**src/rtl/rank_pd_pkg.sv**
```systemverilog
package rank_pd_pkg;
  localparam int unsigned DEF_NRANKS = 4;
  localparam int unsigned DEF_QDEPTH = 8;
  localparam int unsigned DEF_RELOAD = 8;

  function automatic int unsigned idx_width(input int unsigned n);
    return (n > 1) ? $clog2(n) : 1;
  endfunction
endpackage

```
**src/rtl/rank_pd_lookahead.sv**
```systemverilog
module rank_pd_lookahead #(
  parameter int unsigned NRANKS = rank_pd_pkg::DEF_NRANKS,
  parameter int unsigned QDEPTH = rank_pd_pkg::DEF_QDEPTH,
  parameter int unsigned RW     = rank_pd_pkg::idx_width(NRANKS)
) (
  input  logic                 clk,
  input  logic                 rst_n,
  input  logic [QDEPTH-1:0]    q_valid,
  input  logic [QDEPTH*RW-1:0] q_rank,
  output logic [NRANKS-1:0]    pending
);
  // a rank is pending when any valid slot names it
  for (genvar r = 0; r < NRANKS; r++) begin : g_rank
    always_comb begin
      pending[r] = 1'b0;
      for (int e = 0; e < QDEPTH; e++) begin
        if (q_valid[e] && (q_rank[e*RW +: RW] == RW'(r)))
          pending[r] = 1'b1;
      end
    end

    for (genvar e = 0; e < QDEPTH; e++) begin : g_slot
      // a valid matching slot must be seen as pending
      a_r6_slot_seen: assert property (@(posedge clk) disable iff (!rst_n)
        (q_valid[e] && (q_rank[e*RW +: RW] == RW'(r))) |-> pending[r]);
    end
  end
endmodule

```
**src/rtl/rank_pd_slot.sv**
```systemverilog
module rank_pd_slot #(
  parameter int unsigned RELOAD = rank_pd_pkg::DEF_RELOAD,
  parameter int unsigned CW     = $clog2(RELOAD + 1)
) (
  input  logic clk,
  input  logic rst_n,
  input  logic issue_any,
  input  logic issue_hit,
  input  logic wake_hit,
  input  logic pending,
  output logic pd_req,
  output logic pu_req,
  output logic low_power
);
  localparam logic [CW-1:0] LOAD_VAL = CW'(RELOAD);

  logic [CW-1:0] cnt_q;
  logic          lp_q, pd_q, pu_q;
  logic          cnt_zero, pd_go;

  assign cnt_zero = (cnt_q == '0);
  assign pd_go    = cnt_zero && !lp_q && !pending && !wake_hit;

  always_ff @(posedge clk) begin
    if (!rst_n) begin
      cnt_q <= LOAD_VAL;
      lp_q  <= 1'b0;
      pd_q  <= 1'b0;
      pu_q  <= 1'b0;
    end else begin
      pd_q <= pd_go;
      pu_q <= wake_hit && lp_q;
      if (issue_hit || wake_hit)
        cnt_q <= LOAD_VAL;
      else if (issue_any && !cnt_zero)
        cnt_q <= cnt_q - 1'b1;
      if (wake_hit)
        lp_q <= 1'b0;
      else if (pd_go)
        lp_q <= 1'b1;
    end
  end

  assign pd_req    = pd_q;
  assign pu_req    = pu_q;
  assign low_power = lp_q;

  a_r2_reload: assert property (@(posedge clk) disable iff (!rst_n)
    (issue_hit || wake_hit) |=> (cnt_q == LOAD_VAL));
  a_r3_step_down: assert property (@(posedge clk) disable iff (!rst_n)
    (issue_any && !issue_hit && !wake_hit && !cnt_zero) |=> (cnt_q == $past(cnt_q) - 1'b1));
  a_r3_floor: assert property (@(posedge clk) disable iff (!rst_n)
    (cnt_zero && !issue_hit && !wake_hit) |=> cnt_zero);
  a_r3_hold: assert property (@(posedge clk) disable iff (!rst_n)
    (!issue_any && !wake_hit) |=> $stable(cnt_q));
  a_r4_pulse: assert property (@(posedge clk) disable iff (!rst_n)
    pd_q |=> !pd_q);
  a_r4_cause: assert property (@(posedge clk) disable iff (!rst_n)
    $rose(pd_q) |-> $past(cnt_zero && !pending && !lp_q));
  a_r5_mark: assert property (@(posedge clk) disable iff (!rst_n)
    pd_q |-> lp_q);
  a_r7_wake: assert property (@(posedge clk) disable iff (!rst_n)
    (wake_hit && lp_q) |=> (pu_q && !lp_q));
  a_r8_block: assert property (@(posedge clk) disable iff (!rst_n)
    wake_hit |=> !pd_q);
endmodule

```
**src/rtl/rank_pd_ctrl.sv**
```systemverilog
module rank_pd_ctrl #(
  parameter int unsigned NRANKS = rank_pd_pkg::DEF_NRANKS,
  parameter int unsigned QDEPTH = rank_pd_pkg::DEF_QDEPTH,
  parameter int unsigned RELOAD = rank_pd_pkg::DEF_RELOAD,
  localparam int unsigned RW    = rank_pd_pkg::idx_width(NRANKS)
) (
  input  logic                 clk,
  input  logic                 rst_n,
  input  logic                 iss_valid,
  input  logic [RW-1:0]        iss_rank,
  input  logic                 enq_valid,
  input  logic [RW-1:0]        enq_rank,
  input  logic [QDEPTH-1:0]    q_valid,
  input  logic [QDEPTH*RW-1:0] q_rank,
  output logic [NRANKS-1:0]    pd_req,
  output logic [NRANKS-1:0]    pu_req,
  output logic [NRANKS-1:0]    low_power
);
  logic [NRANKS-1:0] pending;

  rank_pd_lookahead #(.NRANKS(NRANKS), .QDEPTH(QDEPTH), .RW(RW)) u_look (
    .clk(clk), .rst_n(rst_n), .q_valid(q_valid), .q_rank(q_rank), .pending(pending)
  );

  for (genvar r = 0; r < NRANKS; r++) begin : g_slot
    logic issue_hit, wake_hit;
    assign issue_hit = iss_valid && (iss_rank == RW'(r));
    assign wake_hit  = enq_valid && (enq_rank == RW'(r));

    rank_pd_slot #(.RELOAD(RELOAD)) u_slot (
      .clk(clk), .rst_n(rst_n),
      .issue_any(iss_valid), .issue_hit(issue_hit), .wake_hit(wake_hit),
      .pending(pending[r]),
      .pd_req(pd_req[r]), .pu_req(pu_req[r]), .low_power(low_power[r])
    );

    // wake and sleep requests for one rank never coincide
    a_r7_excl: assert property (@(posedge clk) disable iff (!rst_n)
      !(pd_req[r] && pu_req[r]));
  end

  // issued rank must exist (input promise)
  a_r2_rank_range: assert property (@(posedge clk) disable iff (!rst_n)
    iss_valid |-> (int'(iss_rank) < int'(NRANKS)));
  // enqueued rank must exist (input promise)
  a_r7_rank_range: assert property (@(posedge clk) disable iff (!rst_n)
    enq_valid |-> (int'(enq_rank) < int'(NRANKS)));
endmodule

```
**config.mk**
```make
export PLATFORM = sky130hd
export DESIGN_NAME = rank_pd_ctrl
export DESIGN_NICKNAME = d
export VERILOG_FILES = /design/src/rtl/rank_pd_pkg.sv /design/src/rtl/rank_pd_lookahead.sv /design/src/rtl/rank_pd_slot.sv /design/src/rtl/rank_pd_ctrl.sv
export SDC_FILE = /design/constraint.sdc
export NUM_CORES = 1
export LEC_CHECK = 0
export BUFFER_PORTS_ARGS = -buffer_cell sky130_fd_sc_hd__clkbuf_2
export CAP_MARGIN = 25
export CORE_UTILIZATION = 40
export DETAILED_ROUTE_END_ITERATION = 12
export GPL_ROUTABILITY_DRIVEN = 0
export MAX_ROUTING_LAYER = met4
export PLACE_DENSITY = 0.75
export REMOVE_ABC_BUFFERS = 1
export SYNTH_ARGS = -nofsm -noshare
export SYNTH_HDL_FRONTEND = slang
export SYNTH_SLANG_ARGS = --single-unit
```
**constraint.sdc**
```tcl
create_clock -name clk -period 4.65 [get_ports clk]
set_clock_uncertainty 0.05 [all_clocks]
set_input_delay 0.93 -clock clk [delete_from_list [all_inputs] [get_ports clk]]
set_output_delay 0.93 -clock clk [all_outputs]
set_load 0.05 [all_outputs]
```
==> run_results.csv, run 1 <==
group,metric,value,unit
outcome,status,"completed",
setup_path,criticalPathCategory,"register to output pin",
setup_path,ff2ff_path_depth,6,
yosys,synth_top_area_share,35.9,%
yosys,synth.area.top_cells,"dfxtp_1 36%, buf_4 5.8%, nor3b_1 5.8%",
place,dp_hpwl,2590,um
timing,fmax,511,MHz
yosys,synthCells,192,
cts,ctsHtreeMaxLevel,1,
cells_and_area,final_cell_mix,"43 x clkbuf_2, 28 x dfxtp_1, 21 x nand2_1, 18 x nor2_1, 13 x nand3_1",
cts,cts.sinks,28,
cells_and_area,area_growth,13.7,%
cells_and_area,finalInstanceArea,1780,um^2
yosys,syn_area,1560,um^2
setup_path,crit_fanout,4,
setup_path,worstSetupEndpointType,"output pin",
global_route,antenna_found_initial,0,
cts,cts_tree,"built",
yosys,synth-edff-count,0,
timing,post-route-period-util,42.1,%
timing,max-slew-margin-rel,69.8,%
cts,post_cts_buffers,0,
setup_path,cpMaxStageDelayCell,"dfxtp_1",
die,dieArea,4160,um^2
timing,rsz0062_at_grt,"false",
global_route,grt.overflow.total,0,
cts,ctsResizeCount,0,
die,die_h,64.5,um
place,dp_cells,268,
timing,finalCriticalPeriod,1.96,ns
cts,clock_path_buffers,2,
timing,setup_tns,0,ns
setup_path,critPathLaunchType,"register",
routing,drt_wl_total,3220,um
yosys,yosysWarnings,0,
yosys,avgSynthCellArea,8.14,um^2
place,placed_area,1740,um^2
global_route,grt_start_max_net_pins,18,
die,io_pins,44,
setup_path,cp_num_buf_inv,1,
cts,insertion_delay,0.27,ns
global_route,grt_usage,17.4,%
worst_hold_path,hold_path_depth,2,
routing,drt_iter0_drc,80,
die,placementRows,22,
cells_and_area,fin_util,47.8,%
yosys,ys_ff_latch,28,
cells_and_area,drive_gt1_share,21.5,%
pwr,p_per_area,299,nW/um^2
routing,ant_nets,0,
setup_path,crit_required,3.67,ns
setup_path,cp_cell_sequence,"clkbuf_2",
setup_path,slowest_delay,0.40,ns
routing,vias,1376,
flow_run,maxCapViolations,0,
yosys,synth_ff_type,"dfxtp_1",
setup_path,worst_ep_arrival_time,0.98,ns
cells_and_area,multi_input_area,855,um^2
timing,drv_slew,0,
cells_and_area,layout_commonest_cell,"clkbuf_2",
global_route,grt_pass1_wl,5450,um
cells_and_area,stdcell_count,271,
cts,numCtsBuffers,3,
cts,clk_pin_slew,0.09,ns
cells_and_area,regArea,561,um^2
yosys,synth_top_area_cell,"dfxtp_1",
routing,dr.pass1.iters,4,
timing,worst_pin_slew,0.449,ns
cells_and_area,finish.net_count,261,
cells_and_area,fillers,368,
die,initial_utilization,42.1,%
pwr,irDropWorstVdd,117,uV
routing,drc,0,
cts,cts_hold_buffers,0,
worst_hold_path,hp-class,"register to register",
routing,wl_per_cell,11.9,um
setup_path,cp.depth,1,
pwr,power.static_leakage,0.742,nW
global_route,grt_pass1_vias,1248,
cts,root_buffer,"clkbuf_8",
place,portBuffers,43,
setup_path,cp_top_family,"flip-flops",
timing,setup_viol,0,
die,core-area,3720,um^2
yosys,synth_async_sr_flop_share,0,%
yosys,ys_types,38,
timing,timing.final.hold_violations,0,
timing,whs,0.423,ns
die,fp.dieW,64.5,um
routing,via_per_inst,5.08,
cells_and_area,n_antenna_cell,0,
yosys,ys_seq_area_share,35.9,%
-- sequential cells by signal, indices dropped and copies added, names as in the netlist --
register / flops
g_slot.u_slot.low_power: 4
g_slot.u_slot.cnt_q: 16
g_slot.u_slot.pu_req: 4
g_slot.u_slot.pd_req: 4
-- logic make-up (layout without fill, tap and decap cells) --
group | count (synthesis) | after routing | synth area share [%]
adder cells (fa/ha/maj) | 4 | 4 | 3.20
XOR/XNOR | 9 | 9 | 5.04
AND/OR/NAND/NOR | 101 | 101 | 35.9
buffers and inverters | 27 | 58 | 9.45
flip-flops | 28 | 28 | 35.9
AO/OA/AOI/OAI | 23 | 23 | 10.5
-- per-stage QoR --
stage	power (W)	setup WS, ns
3_5_place_dp	0.000410	2.53
2_1_floorplan	0.000366	2.78
5_1_grt	0.000568	2.65
3_3_place_gp	0.000406	2.54
4_1_cts	0.000536	2.69
6_report	0.000532	2.69
-- cell type report --
cell class	instances	area share [%]
Multi-Input combinational cell	137	48.1
Timing Repair Buffer	43	12.1
Inverter	12	2.54
Clock buffer	3	2.32
Sequential cell	28	31.5
Tap cell	48	3.38
-- path summary, 6_finish.rpt --
path / startpoint / end / slack (ns)
worst max register to register: g_slot[0].u_slot.cnt_q[0] / g_slot[0].u_slot.pd_req / 2.82
worst min-delay path: g_slot[3].u_slot.low_power / g_slot[3].u_slot.pu_req / 0.42
worst min register to register: g_slot[3].u_slot.low_power / g_slot[3].u_slot.pu_req / 0.42
worst max-delay path: g_slot[0].u_slot.low_power / low_power[0] / 2.69
-- Yosys cell counts (3+ instances only) --
cell / instances
xnor2_1: 4
nor3_1: 5
ha_1: 4
nor3b_1: 12
dfxtp_1: 28
nand3_1: 13
inv_1: 12
o2111ai_1: 3
nand3b_1: 9
nand2b_1: 4
buf_4: 12
nor2_1: 18
xor2_1: 5
a211oi_1: 3
o211ai_1: 4
nand2_1: 21
a21oi_1: 4
-- report_power, final --
part | leakage [nW] | switching, W | internal [W]
clock | 0.0216 | 0.0000689 | 0.0000581
combinational | 0.492 | 0.0000703 | 0.0000585
sequential | 0.229 | 0.0000162 | 0.000260
-- routing by layer --
metal  track usage (%)  vias to the layer above  part of all wire (%)
met5                 -                        -                     0
met2              28.0                       30                    48
met4              6.11                        0                   1.3
met1              22.0                      616                    47
met3              2.99                        5                   3.8
li1                  -                      725                     -
Power figures use the tool's default switching activity.
==> run 2, diff against run 1 <==
--- a/config.mk
+++ b/config.mk
@@ -5,13 +5,14 @@
 export SDC_FILE = /design/constraint.sdc
 export NUM_CORES = 1
 export LEC_CHECK = 0
+export ABC_AREA = 1
 export BUFFER_PORTS_ARGS = -buffer_cell sky130_fd_sc_hd__clkbuf_2
 export CAP_MARGIN = 25
 export CORE_UTILIZATION = 40
 export DETAILED_ROUTE_END_ITERATION = 12
 export GPL_ROUTABILITY_DRIVEN = 0
 export MAX_ROUTING_LAYER = met4
-export PLACE_DENSITY = 0.75
+export PLACE_DENSITY = 0.74
 export REMOVE_ABC_BUFFERS = 1
 export SYNTH_ARGS = -nofsm -noshare
 export SYNTH_HDL_FRONTEND = slang
==> constraint.sdc (replaced) <==
create_clock -name clk -period 1.8 [get_ports clk]
set_clock_uncertainty 0.05 [all_clocks]
set_input_delay 0.36 -clock clk [delete_from_list [all_inputs] [get_ports clk]]
set_output_delay 0.36 -clock clk [all_outputs]
set_load 0.05 [all_outputs]
==> run_results.csv, run 2 <==
group,metric,value,unit
outcome,status,"completed",
global_route,grt_pass1_vias,1518,
cts,post_cts_buffers,0,
cells_and_area,finalInstanceArea,1930,um^2
yosys,ys_ff_latch,28,
place,portBuffers,43,
pwr,sw_frac_of_total,29.4,%
cts,root_buffer,"clkbuf_8",
place,dp_hpwl,3080,um
die,fp.dieW,66.7,um
cells_and_area,layout_commonest_cell,"nand3_1",
global_route,grt_usage,18.7,%
yosys,synth.area.top_cells,"dfxtp_1 33%, nand3_1 15%, nand2_1 10%",
cells_and_area,area_growth,15.2,%
setup_path,criticalPathCategory,"register to register",
global_route,grt_start_max_net_pins,17,
worst_hold_path,holdCritStartpoint,"rst_n",
pwr,seq_power_share,44.6,%
cts,clk_pin_slew,0.09,ns
die,io_pins,44,
global_route,grt_pass1_wl,6160,um
timing,setup_viol,0,
setup_path,crit_fanout,3,
yosys,ys_seq_area_share,33.5,%
die,dieArea,4450,um^2
global_route,gr-usage-met2,31.1,%
pwr,switchingPower,0.000455,W
cells_and_area,finish.net_count,325,
cells_and_area,fin_util,48.2,%
cells_and_area,multi_input_area,866,um^2
timing,setup_slack,0.421,ns
die,placementRows,23,
cts,cts_tree,"built",
setup_path,worstSetupEndpointType,"register",
timing,post-route-period-util,76.6,%
global_route,busiest_layer,"met2",
die,initial_utilization,41.9,%
routing,dr.pass1.iters,4,
cells_and_area,largest_reg_flops,16,
pwr,p_per_area,802,nW/um^2
setup_path,worst_ep_arrival_time,1.55,ns
yosys,ys_types,21,
flow_run,maxCapViolations,0,
routing,drc,0,
cts,insertion_delay,0.27,ns
yosys,synth-edff-count,0,
pwr,power.total,0.00155,W
place,dp_slack,0.455,ns
yosys,synthCells,254,
setup_path,cp-startpoint,"g_slot[2].u_slot.cnt_q[0]",
yosys,synth_async_sr_flop_share,0,%
pwr,power.static_leakage,1.02,nW
cts,ctsHtreeMaxLevel,1,
yosys,yosysMostFrequentCell,"nand3_1",
timing,setup_tns,0,ns
routing,vias,1646,
setup_path,critPathLaunchType,"register",
routing,ant_nets,0,
cells_and_area,drive_gt1_share,20.5,%
routing,via_per_inst,4.87,
setup_path,crit-reg2reg-launch,"g_slot[2].u_slot.cnt_q[0]",
pwr,intPower,0.00109,W
global_route,antenna_found_initial,0,
routing,drt_iter0_drc,113,
yosys,synth_top_area_share,33.5,%
cells_and_area,n_antenna_cell,0,
timing,drv_slew,0,
timing,finalCriticalPeriod,1.38,ns
pwr,power.share.clock,31.9,%
routing,drt_wl_total,3780,um
global_route,grtUsageMet3,4.28,%
cells_and_area,final_cell_mix,"49 x nand3_1, 46 x nand2_1, 43 x clkbuf_2, 40 x inv_1, 32 x nor2_1",
routing,wl_per_cell,11.2,um
cells_and_area,fillers,413,
setup_path,crit_required,1.97,ns
cts,cts.sinks,28,
timing,rsz0062_at_grt,"false",
worst_hold_path,hp-class,"primary input to register",
yosys,synth_ff_type,"dfxtp_1",
global_route,grt.overflow.total,0,
place,placed_area,1860,um^2
die,die_h,66.7,um
cts,cts_hold_buffers,0,
cts,numCtsBuffers,3,
timing,worst_pin_slew,0.289,ns
pwr,irDropWorstVdd,597,uV
yosys,syn_area,1680,um^2
timing,timing.final.hold_violations,0,
global_route,met1_usage,22.0,%
yosys,synth_top_area_cell,"dfxtp_1",
yosys,ys_top_cells_by_count,"49 x nand3_1, 46 x nand2_1, 40 x inv_1, 32 x nor2_1, 28 x dfxtp_1",
cells_and_area,regArea,561,um^2
cts,ctsResizeCount,0,
yosys,avgSynthCellArea,6.60,um^2
die,core-area,4000,um^2
cts,clock_path_buffers,2,
yosys,yosysWarnings,0,
timing,max-slew-margin-rel,80.8,%
timing,fmax,725,MHz
pwr,comb_power_share,23.4,%
cells_and_area,top_register,"g_slot.u_slot.cnt_q",
==> run 2: changes by cell type in the layout (fill, tap and decap cells not counted), moves of 10 or more <==
| cell | before | now |
|---|---|---|
| nor3b_1 | 12 | 0 |
| nor2_1 | 18 | 32 |
| nand2_1 | 21 | 46 |
| a21oi_1 | 4 | 14 |
| nand3_1 | 13 | 49 |
| inv_1 | 12 | 40 |
==> run 2: final cells by class <==
cell class	instances	share of cell area, %
clock buffers	3	2.14
clock inverters	1	1.56
inverters	41	7.98
multi-input cells	172	44.9
flip-flops and latches	28	29.1
well taps	50	3.24
repair buffers	43	11.2
==> run 2: power groups by stage <==
stage / clock [W] / sequential, W / combinational, W
after floorplan: 0 / 0.000718 / 0.000232
after global placement: 0 / 0.000704 / 0.000347
after detailed placement: 0 / 0.000705 / 0.000359
after CTS: 0.000508 / 0.000690 / 0.000362
after global routing: 0.000536 / 0.000697 / 0.000409
final: 0.000494 / 0.000690 / 0.000363
==> run 2: cells by family (layout without fill, tap and decap cells) <==
logic type | Yosys count | count (layout) | share of synthesized area (%)
and+or+nand+nor | 144 | 144 | 39.1
buffers and inverters | 54 | 88 | 14.9
DFF | 28 | 28 | 33.5
AOI/OAI and AO/OA | 22 | 22 | 8.51
adders and majority gates | 4 | 4 | 2.99
xor gates and xnor gates | 2 | 2 | 1.05
==> run 2: stage by stage <==
step,hold slack (ns),instances
floorplan,0.383,241
global placement,0.397,334
detailed placement,0.407,334
CTS,0.365,338
global route,0.379,338
finish,0.377,338
==> run 2: worst paths after layout <==
check / endpoint / slack (ns) / depth (start not counted)
worst max-delay path: g_slot[2].u_slot.low_power / 0.42 / 8
worst min-delay path: g_slot[3].u_slot.low_power / 0.38 / 3
worst min register to register: g_slot[1].u_slot.cnt_q[0] / 0.42 / 2
worst max register to register: g_slot[2].u_slot.low_power / 0.42 / 8
==> run 2: worst max-delay path: stages, from the launching register on <==
cell and delay (ns):
dfxtp_1 0.32, inv_1 0.09, ha_1 0.20, nand2_1 0.08, nor2_2 0.18, nand2_1 0.07
nor2_1 0.09, nand3_1 0.10, a21oi_1 0.13
==> run 2: per-layer routing <==
| metal | vias to the layer above | part of all wire (%) |
|---|---|---|
| met5 | - | 0 |
| li1 | 871 | - |
| met4 | 0 | 1.1 |
| met1 | 714 | 45 |
| met2 | 55 | 46 |
| met3 | 6 | 7.3 |
==> run 3, diff against run 2 <==
==> constraint.sdc (replaced) <==
create_clock -name clk -period 1.4 [get_ports clk]
set_clock_uncertainty 0.05 [all_clocks]
set_input_delay 0.28 -clock clk [delete_from_list [all_inputs] [get_ports clk]]
set_output_delay 0.28 -clock clk [all_outputs]
set_load 0.05 [all_outputs]
==> run_results.csv, run 3 (synthesis gave the netlist of run 2 again) <==
group,metric,value,unit
timing,rsz0062_at_grt,"false",
place,portBuffers,43,
setup_path,crit_top_cell,"nor2_4",
timing,post-route-period-util,94.5,%
timing,whs,0.305,ns
pwr,power.static_leakage,1.02,nW
setup_path,worstSetupEndpointType,"register",
cts,ctsHtreeMaxLevel,1,
cells_and_area,drive_gt1_share,23.6,%
timing,setup_viol,0,
global_route,grt_start_max_net_pins,17,
flow_run,maxCapViolations,0,
die,initial_utilization,41.9,%
cts,numCtsBuffers,3,
routing,wl_per_cell,10.6,um
die,fp.dieW,66.7,um
cells_and_area,n_antenna_cell,0,
routing,dr.pass1.iters,5,
timing,setup_tns,0,ns
cells_and_area,finish.net_count,325,
cells_and_area,largest_reg_flops,16,
cells_and_area,top_register,"g_slot.u_slot.cnt_q",
die,die_h,66.7,um
setup_path,crit_required,1.52,ns
cts,insertion_delay,0.27,ns
global_route,grt_pass1_wl,6100,um
cts,root_buffer,"clkbuf_8",
cells_and_area,area_growth,17.1,%
timing,fmax,756,MHz
routing,via_per_inst,4.78,
routing,vias,1615,
setup_path,crit_fanout,7,
timing,setup_slack,0.0775,ns
cts,cts.sinks,28,
setup_path,critPathLaunchType,"register",
outcome,status,"completed",
routing,drt_wl_total,3600,um
die,io_pins,44,
global_route,grt.overflow.total,0,
cells_and_area,fillers,398,
cells_and_area,fin_util,49.0,%
setup_path,cpMaxStageDelayCell,"dfxtp_2",
timing,timing.final.hold_violations,0,
timing,drv_slew,0,
die,core-area,4000,um^2
global_route,grt_pass1_vias,1448,
pwr,irDropWorstVdd,775,uV
cells_and_area,final_cell_mix,"49 x nand3_1, 45 x nand2_1, 43 x clkbuf_2, 37 x inv_1, 32 x nor2_1",
cts,cts_tree,"built",
routing,ant_nets,0,
global_route,antenna_found_initial,0,
timing,worst_pin_slew,0.286,ns
setup_path,criticalPathCategory,"register to register",
place,dp_slack,0.0624,ns
cells_and_area,layout_commonest_cell,"nand3_1",
die,placementRows,23,
cts,clock_path_buffers,2,
setup_path,slowest_delay,0.34,ns
cts,clk_pin_slew,0.10,ns
place,dp_hpwl,2910,um
setup_path,cp_cell_sequence,"inv_2 > ha_2 > nand2_2 > nor2_4 > nor2_4 > nand3_1 > a21oi_1 > nand2_1",
global_route,grt_usage,18.6,%
routing,drc,0,
timing,finalCriticalPeriod,1.32,ns
pwr,p_per_area,1020,nW/um^2
setup_path,worst_ep_arrival_time,1.44,ns
pwr,power.total,0.00200,W
routing,drt_iter0_drc,82,
timing,max-slew-margin-rel,80.9,%
die,dieArea,4450,um^2
worst_hold_path,hp-class,"primary input to register",
-- run 3: changes by cell type in the layout (fill, tap and decap cells not counted) --
cell,previous run,this run
dfxtp_1,28,26
dfxtp_2,0,2
ha_1,4,1
ha_2,0,2
ha_4,0,1
inv_1,40,37
inv_2,1,4
nand2_1,46,45
nand2_2,0,1
nor2_2,5,3
nor2_4,2,4
-- run 3: path summary, 6_finish.rpt --
kind         slack [ns]                      start                         end  cells past startpoint
max                0.08  g_slot[1].u_slot.cnt_q[0]   g_slot[1].u_slot.cnt_q[3]                      8
min                0.30                      rst_n  g_slot[3].u_slot.low_power                      3
min reg2reg        0.42  g_slot[1].u_slot.cnt_q[0]   g_slot[1].u_slot.cnt_q[0]                      2
max reg2reg        0.08  g_slot[1].u_slot.cnt_q[0]   g_slot[1].u_slot.cnt_q[3]                      8
-- run 3: repair_timing --
item,CTS,global route
setup endpoints to repair,0,11
buffers inserted,0,0
resized for setup,0,12
hold buffers,0,0
-- run 3: cell type report --
cell class	count	area [um^2]	area share, %
clock buffer	3	41.3	2.10
multi-input combinational	172	896	45.7
timing repair buffer	43	215	11.0
tap	50	62.6	3.19
inverter	41	154	7.84
sequential	28	563	28.7
clock inverter	1	30.0	1.53
-- run 3: power breakdown --
part	total [W]	switching, W	internal [W]
Combinational	0.000475	0.000295	0.000180
Clock	0.000630	0.000247	0.000383
Sequential	0.000893	0.0000402	0.000853
-- run 3: metal layers --
| layer | global-route usage, % | vias up | wire length (um) |
|---|---|---|---|
| li1 | - | 873 | - |
| met1 | 24.3 | 690 | 1590 |
| met2 | 29.8 | 50 | 1680 |
| met3 | 4.11 | 2 | 316 |
| met4 | 2.93 | 0 | 14 |
| met5 | - | - | 0 |
-- run 3: stage by stage --
| stage | instance area, um^2 | std cells |
|---|---|---|
| global route | 1960 | 338 |
| CTS | 1930 | 338 |
| floorplan | 1580 | 241 |
| global placement | 1860 | 334 |
| finish | 1960 | 338 |
| detailed placement | 1860 | 334 |
-- run 3: critical path, delay by kind of cell, from the launching register on --
| family | cells | cell delay [ns] |
|---|---|---|
| flip-flops | 1 | 0.34 |
| AND/OR/NAND/NOR | 5 | 0.46 |
| buffers and inverters | 1 | 0.05 |
| AO/OA/AOI/OAI | 1 | 0.13 |
| adder cells (fa/ha/maj) | 1 | 0.19 |
